--- config.mk ---
export PLATFORM = sky130hd
export DESIGN_NAME = cs_mac
export DESIGN_NICKNAME = d
export VERILOG_FILES = /design/src/rtl/cs_mac_pkg.sv /design/src/rtl/booth_rows.sv /design/src/rtl/csa_chain.sv /design/src/rtl/cla2.sv /design/src/rtl/cs_mac.sv
export SDC_FILE = /design/constraint.sdc
export NUM_CORES = 1
export LEC_CHECK = 0
export ABC_AREA = 1
export BUFFER_PORTS_ARGS = -buffer_cell sky130_fd_sc_hd__buf_4
export CAP_MARGIN = 20
export CORE_MARGIN = 2
export CORE_UTILIZATION = 44
export DETAILED_ROUTE_END_ITERATION = 7
export PLACE_DENSITY_LB_ADDON = 0.12
export SLEW_MARGIN = 40
export SYNTH_ARGS = -nofsm -noshare
export SYNTH_HDL_FRONTEND = slang
export SYNTH_SLANG_ARGS = --single-unit
--- constraint.sdc ---
create_clock -name clk -period 11.53 [get_ports clk]
set_input_delay 0 -clock clk [delete_from_list [all_inputs] [get_ports clk]]
set_output_delay 0 -clock clk [all_outputs]
set_load 0.03 [all_outputs]
--- src/rtl/cs_mac_pkg.sv ---
package cs_mac_pkg;
    parameter int OP_W  = 8;
    parameter int ACC_W = 2 * OP_W + 4;
    parameter int LOW_W = 4;
    localparam int ROWS  = OP_W / 2;
    localparam int N_OPS = ROWS + 4;
    localparam int HI_W  = ACC_W - LOW_W;

    typedef enum logic {
        ST_IDLE  = 1'b0,
        ST_ACCUM = 1'b1
    } mac_state_t;
endpackage

--- src/rtl/booth_rows.sv ---
module booth_rows #(
    parameter int OP_W  = 8,
    parameter int ACC_W = 20
) (
    input  logic [OP_W-1:0]                    a_in,
    input  logic [OP_W-1:0]                    b_in,
    output logic [OP_W/2-1:0][ACC_W-1:0]       row,
    output logic [OP_W/2-1:0]                  neg
);
    localparam int ROWS = OP_W / 2;

    logic [OP_W:0]       b_ext;
    logic [ACC_W-1:0]    a_sx;
    logic [ACC_W-1:0]    a_sx2;

    assign b_ext = {b_in, 1'b0};
    assign a_sx  = {{(ACC_W-OP_W){a_in[OP_W-1]}}, a_in};
    assign a_sx2 = a_sx << 1;

    for (genvar k = 0; k < ROWS; k++) begin : g_row
        logic [2:0]       trip;
        logic             sel_one;
        logic             sel_two;
        logic             is_neg;
        logic [ACC_W-1:0] mag;

        assign trip    = b_ext[2*k+2 : 2*k];
        assign sel_one = trip[0] ^ trip[1];
        assign sel_two = (trip == 3'b011) || (trip == 3'b100);
        assign is_neg  = trip[2] && (trip != 3'b111);
        assign mag     = sel_one ? a_sx : (sel_two ? a_sx2 : '0);
        assign row[k]  = (is_neg ? ~mag : mag) << (2 * k);
        assign neg[k]  = is_neg;
    end
endmodule

--- src/rtl/csa_chain.sv ---
module csa_chain #(
    parameter int N_OPS = 8,
    parameter int W     = 20
) (
    input  logic [N_OPS-1:0][W-1:0] ops,
    output logic [W-1:0]            sum_o,
    output logic [W-1:0]            carry_o
);
    logic [W-1:0] s_st [N_OPS-1];
    logic [W-1:0] c_st [N_OPS-1];

    assign s_st[0] = ops[0];
    assign c_st[0] = ops[1];

    for (genvar i = 0; i < N_OPS - 2; i++) begin : g_lvl
        logic [W-1:0] x, y, z, maj;
        assign x           = s_st[i];
        assign y           = c_st[i];
        assign z           = ops[i+2];
        assign maj         = (x & y) | (x & z) | (y & z);
        assign s_st[i+1]   = x ^ y ^ z;
        assign c_st[i+1]   = {maj[W-2:0], 1'b0};
    end

    assign sum_o   = s_st[N_OPS-2];
    assign carry_o = c_st[N_OPS-2];
endmodule

--- src/rtl/cla2.sv ---
module cla2 (
    input  logic [1:0] a,
    input  logic [1:0] b,
    input  logic       cin,
    output logic [1:0] sum,
    output logic       cout
);
    logic [1:0] g, p;
    logic       c1;

    assign g    = a & b;
    assign p    = a ^ b;
    assign c1   = g[0] | (p[0] & cin);
    assign cout = g[1] | (p[1] & g[0]) | (p[1] & p[0] & cin);
    assign sum  = {p[1] ^ c1, p[0] ^ cin};
endmodule

--- src/rtl/cs_mac.sv ---
module cs_mac
    import cs_mac_pkg::*;
(
    input  logic             clk,
    input  logic             rst_n,
    input  logic             clr,
    input  logic             in_valid,
    input  logic [OP_W-1:0]  a_in,
    input  logic [OP_W-1:0]  b_in,
    output logic [ACC_W-1:0] acc_out
);
    localparam int N_CLA = LOW_W / 2;

    mac_state_t state_q, state_d;

    logic [HI_W-1:0]  sum_hi_q, carry_hi_q;
    logic [LOW_W-1:0] low_res_q;
    logic             low_cy_q;

    logic [ROWS-1:0][ACC_W-1:0]  rows;
    logic [ROWS-1:0]             neg;
    logic [ACC_W-1:0]            neg_vec;
    logic [N_OPS-1:0][ACC_W-1:0] ops;
    logic [ACC_W-1:0]            cs_sum, cs_carry;
    logic                        fb_en;
    logic [LOW_W-1:0]            low_res_d;
    logic [N_CLA:0]              cla_c;

    booth_rows #(.OP_W(OP_W), .ACC_W(ACC_W)) u_rows (
        .a_in (a_in),
        .b_in (b_in),
        .row  (rows),
        .neg  (neg)
    );

    always_comb begin
        neg_vec = '0;
        for (int k = 0; k < ROWS; k++) neg_vec[2*k] = neg[k];
    end

    assign fb_en = (state_q == ST_ACCUM) && !clr;

    always_comb begin
        for (int k = 0; k < ROWS; k++) ops[k] = rows[k];
        ops[ROWS]   = neg_vec;
        ops[ROWS+1] = fb_en ? {sum_hi_q, low_res_q} : '0;
        ops[ROWS+2] = fb_en ? {carry_hi_q, {LOW_W{1'b0}}} : '0;
        ops[ROWS+3] = fb_en ? (ACC_W'(low_cy_q) << LOW_W) : '0;
    end

    csa_chain #(.N_OPS(N_OPS), .W(ACC_W)) u_csa (
        .ops     (ops),
        .sum_o   (cs_sum),
        .carry_o (cs_carry)
    );

    assign cla_c[0] = 1'b0;
    for (genvar j = 0; j < N_CLA; j++) begin : g_cla
        cla2 u_cla (
            .a    (cs_sum[2*j+1 : 2*j]),
            .b    (cs_carry[2*j+1 : 2*j]),
            .cin  (cla_c[j]),
            .sum  (low_res_d[2*j+1 : 2*j]),
            .cout (cla_c[j+1])
        );
    end

    always_comb begin
        state_d = state_q;
        unique case (state_q)
            ST_IDLE:  if (in_valid)         state_d = ST_ACCUM;
            ST_ACCUM: if (clr && !in_valid) state_d = ST_IDLE;
            default:                        state_d = ST_IDLE;
        endcase
    end

    always_ff @(posedge clk) begin
        if (!rst_n) state_q <= ST_IDLE;
        else        state_q <= state_d;
    end

    always_ff @(posedge clk) begin
        if (!rst_n || (clr && !in_valid)) begin
            sum_hi_q   <= '0;
            carry_hi_q <= '0;
            low_res_q  <= '0;
            low_cy_q   <= 1'b0;
        end else if (in_valid) begin
            sum_hi_q   <= cs_sum[ACC_W-1:LOW_W];
            carry_hi_q <= cs_carry[ACC_W-1:LOW_W];
            low_res_q  <= low_res_d;
            low_cy_q   <= cla_c[N_CLA];
        end
    end

    always_comb begin
        acc_out = {sum_hi_q + carry_hi_q + HI_W'(low_cy_q), low_res_q};
    end

    logic signed [ACC_W-1:0] chk_a, chk_b;
    logic        [ACC_W-1:0] chk_prod;
    assign chk_a    = $signed(a_in);
    assign chk_b    = $signed(b_in);
    assign chk_prod = chk_a * chk_b;

    AST_RESET_ZERO: assert property (@(posedge clk)
        !rst_n |=> acc_out == '0);
    AST_ACC_STEP: assert property (@(posedge clk) disable iff (!rst_n)
        (in_valid && !clr) |=> acc_out == $past(acc_out) + $past(chk_prod));
    AST_HOLD: assert property (@(posedge clk) disable iff (!rst_n)
        (!in_valid && !clr) |=> $stable(acc_out));
    AST_CLEAR_ZERO: assert property (@(posedge clk) disable iff (!rst_n)
        (clr && !in_valid) |=> acc_out == '0);
    AST_CLEAR_LOAD: assert property (@(posedge clk) disable iff (!rst_n)
        (clr && in_valid) |=> acc_out == $past(chk_prod));
    AST_IDLE_EMPTY: assert property (@(posedge clk) disable iff (!rst_n)
        (state_q == ST_IDLE) |-> acc_out == '0);
endmodule

==> results_dict.tcl <==
set metrics [dict create \
    ios 40 \
    path_class "primary input to register" \
    rsz0062_at_grt "no" \
    placed_cell_area_um2 5589 \
    cts.sinks 38 \
    endpoint_kind "register" \
    dp_hpwl_um 9710 \
    overflow 0 \
    period_minus_slack_ns 4.370 \
    n_antenna_cell 0 \
    cp.arrival_ns 4.58 \
    synthesis.nets 849 \
    clock_latency_ns 0.28 \
    regToRegSetupSlack_ns 8.66 \
    area_growth_syn_to_layout_pct 10.40 \
    slowest_delay_ns 0.59 \
    finalHoldViolCount 0 \
    vias_per_cell 4.985 \
    drive_gt1_share_pct 10.44 \
    post_cts_resized 0 \
    dp_slack_ns 6.833 \
    crit_chain "buf_4 -> inv_2 -> ha_1 -> a21oi_1 -> nand2_2 -> nand2_1 -> xor2_1 -> inv_1 -> fa_1 -> inv_1 -> fa_1 -> inv_1 -> ha_1 -> fa_1 -> inv_1 -> fa_1 -> inv_1 -> ha_1 -> nand2_1 -> a21oi_1" \
    htreeDepth 2 \
    synth_top_cell_by_area "fa_1" \
    place.gp.congestion 0.8637 \
    drtIter0Drc 233 \
    ys_ff_latch 38 \
    synth.top_cell.area_share_pct 19.22 \
    tightest_slew_ns 0.6480 \
    fin_nets 877 \
    ys_types 32 \
    clock_skew_ns 0.004516 \
    fin_setup_tns_ns 0 \
    wire_per_inst_um 13.04 \
    r2r-start "state_q" \
    core_um2 11470 \
    synth_cells 718 \
    min_path_cells 3 \
    clockRootBuffer "clkbuf_16" \
    final_area_um2 5751 \
    timing.slew.headroom_pct 56.74 \
    path_max_fanout 16 \
    outcome "finished clean" \
    die_h_um 112.8 \
    port_buffers 39 \
    grt_antenna_before_repair 0 \
    initial_core_util_pct 45.42 \
    cp-start-kind "primary input" \
    via_count 4437 \
    holdPathEnd "low_res_q[2]" \
    synth_edf_count 0 \
    p_per_area_nw_per_um2 188.9 \
    hold_path.class "primary input to register" \
    rr_worst_depth 11 \
    setup_ws_ns 7.160 \
    synth_most_common_cell "nand2_1" \
    r2r-end "sum_hi_q[0]" \
    drcViolationCount 0 \
    grt_pass1_vias 4389 \
    cts_inserted_buffers 5 \
    ys.warnings.count 0 \
    synthTopCellsByArea "fa_1, ha_1, dfxtp_1" \
    ys_top_cells_by_count "nand2_1, inv_1, ha_1" \
    first_pass_iters 5 \
    synth_area_per_cell_um2 7.255 \
    slowest_stage "fa_1" \
    vdd_drop_max_mv 0.1032 \
    async_flop_share_pct 0 \
    cap_violations 0 \
    p_leak_uw 0.002929 \
    grt_pass1_wl_um 20220 \
    track_usage_pct 19.18 \
    synth.cell_area_um2 5209 \
    grt_max_degree 40 \
    yosysSeqAreaShare_pct 14.60 \
    wl_um 11610 \
    maxSlewViolCount 0 \
    cpMostUsedCell "inv_1" \
    ys.flop_type "dfxtp_1" \
    clockBufferDepth 2 \
    antenna_left 0 \
    min-delay-start "in_valid" \
    clk_pin_slew_worst_paths_ns 0.06 \
    worstPathRequired_ns 11.74 \
    cts_tree "done" \
    finalCritPeriodShare_pct 37.90 \
    die-area_um2 12720 \
    std_cell_rows 39 \
    fp.dieW_um 112.8 \
    setup_viol 0 \
    fmax_mhz 228.9 \
]
## per-layer routing
layer	vias up	GRT usage (%)	wire (um)	part of all wire, %
li1	2265	-	-	-
met1	2068	23.95	5031	43
met2	81	34.41	5909	51
met3	23	2.357	369	3.2
met4	0	6.179	299	2.6
met5	-	0	0	0
## power breakdown
part           switching [uW]  internal (uW)  total, uW
sequential               23.3            156        179
clock                    57.2           85.7        143
combinational             447            318        764
total                     527            559       1090
## kinds of logic (layout without fill, tap and decap cells)
group                    Yosys count  after routing  share of synthesized area [%]
adder cells (fa/ha/maj)          111            111                          33.87
flip-flops                        38             38                          14.60
buffers and inverters            158            187                          12.06
AND/OR/NAND/NOR                  260            260                          20.85
XOR/XNOR                          43             43                          7.375
AO/OA/AOI/OAI                    108            108                          11.24
## flip-flops by register name (all words and copies together), names as in the netlist
name	flops
low_cy_q	1
low_res_q	4
state_q	1
sum_hi_q	16
carry_hi_q	16
## critical path, delay by kind of cell
kind | cells | cell delay (ns)
adder cells (fa/ha/maj) | 7 | 3.01
buffers and inverters | 7 | 0.56
AO/OA/AOI/OAI | 2 | 0.39
XOR/XNOR | 1 | 0.32
AND/OR/NAND/NOR | 3 | 0.29
## worst max-delay path by stage
stage	start	endpoint	slack, ns
floorplan	b_in[1]	sum_hi_q[8]	7.27
global placement	b_in[1]	sum_hi_q[8]	6.93
detailed placement	b_in[1]	sum_hi_q[8]	6.83
CTS	b_in[1]	sum_hi_q[8]	7.16
global route	b_in[1]	sum_hi_q[8]	6.86
finish	b_in[1]	sum_hi_q[8]	7.16
## cell type report
cell class / instances / area, um^2
clock inverters: 2 / 12.51
multi-input cells: 522 / 3820
inverters: 137 / 514.2
well taps: 143 / 178.9
clock buffers: 6 / 138.9
fillers: 1196 / 5717
repair buffers: 42 / 325.3
flip-flops and latches: 38 / 760.7
## placed cells by master (no fill, tap or decap), drive strengths merged
cell,netlist,layout
clkbuf,1,6
a31oi,6,6
o21ai,40,40
nor2,34,34
nand2,201,201
ha,61,61
o211ai,3,3
dfxtp,38,38
buf,20,41
xnor2,12,12
inv,136,136
clkinvlp,0,1
clkinv,1,2
fa,50,50
a21oi,56,56
dlygate4sd3,0,1
nand3,20,20
xor2,31,31
or2,3,3
a21o,2,2
o21a,1,1
nand3b,2,2
## stage by stage
stage / instances / total power [uW] / hold WS [ns] / util [%]
after detailed placement: 881 / 967.4 / 0.2391 / 48.74
after CTS: 890 / 1108 / 0.1740 / 50.15
after global routing: 890 / 1242 / 0.2052 / 50.15
after global placement: 880 / 931.2 / 0.2341 / 48.61
final: 890 / 1086 / 0.1710 / 50.15
after floorplan: 718 / 775.6 / 0.1175 / -
## repair_timing
item,CTS,global route
endpoints found under the hold margin,1,0
setup buffers,0,0
hold buffers,1,0
(Power assumes the default switching activity.)
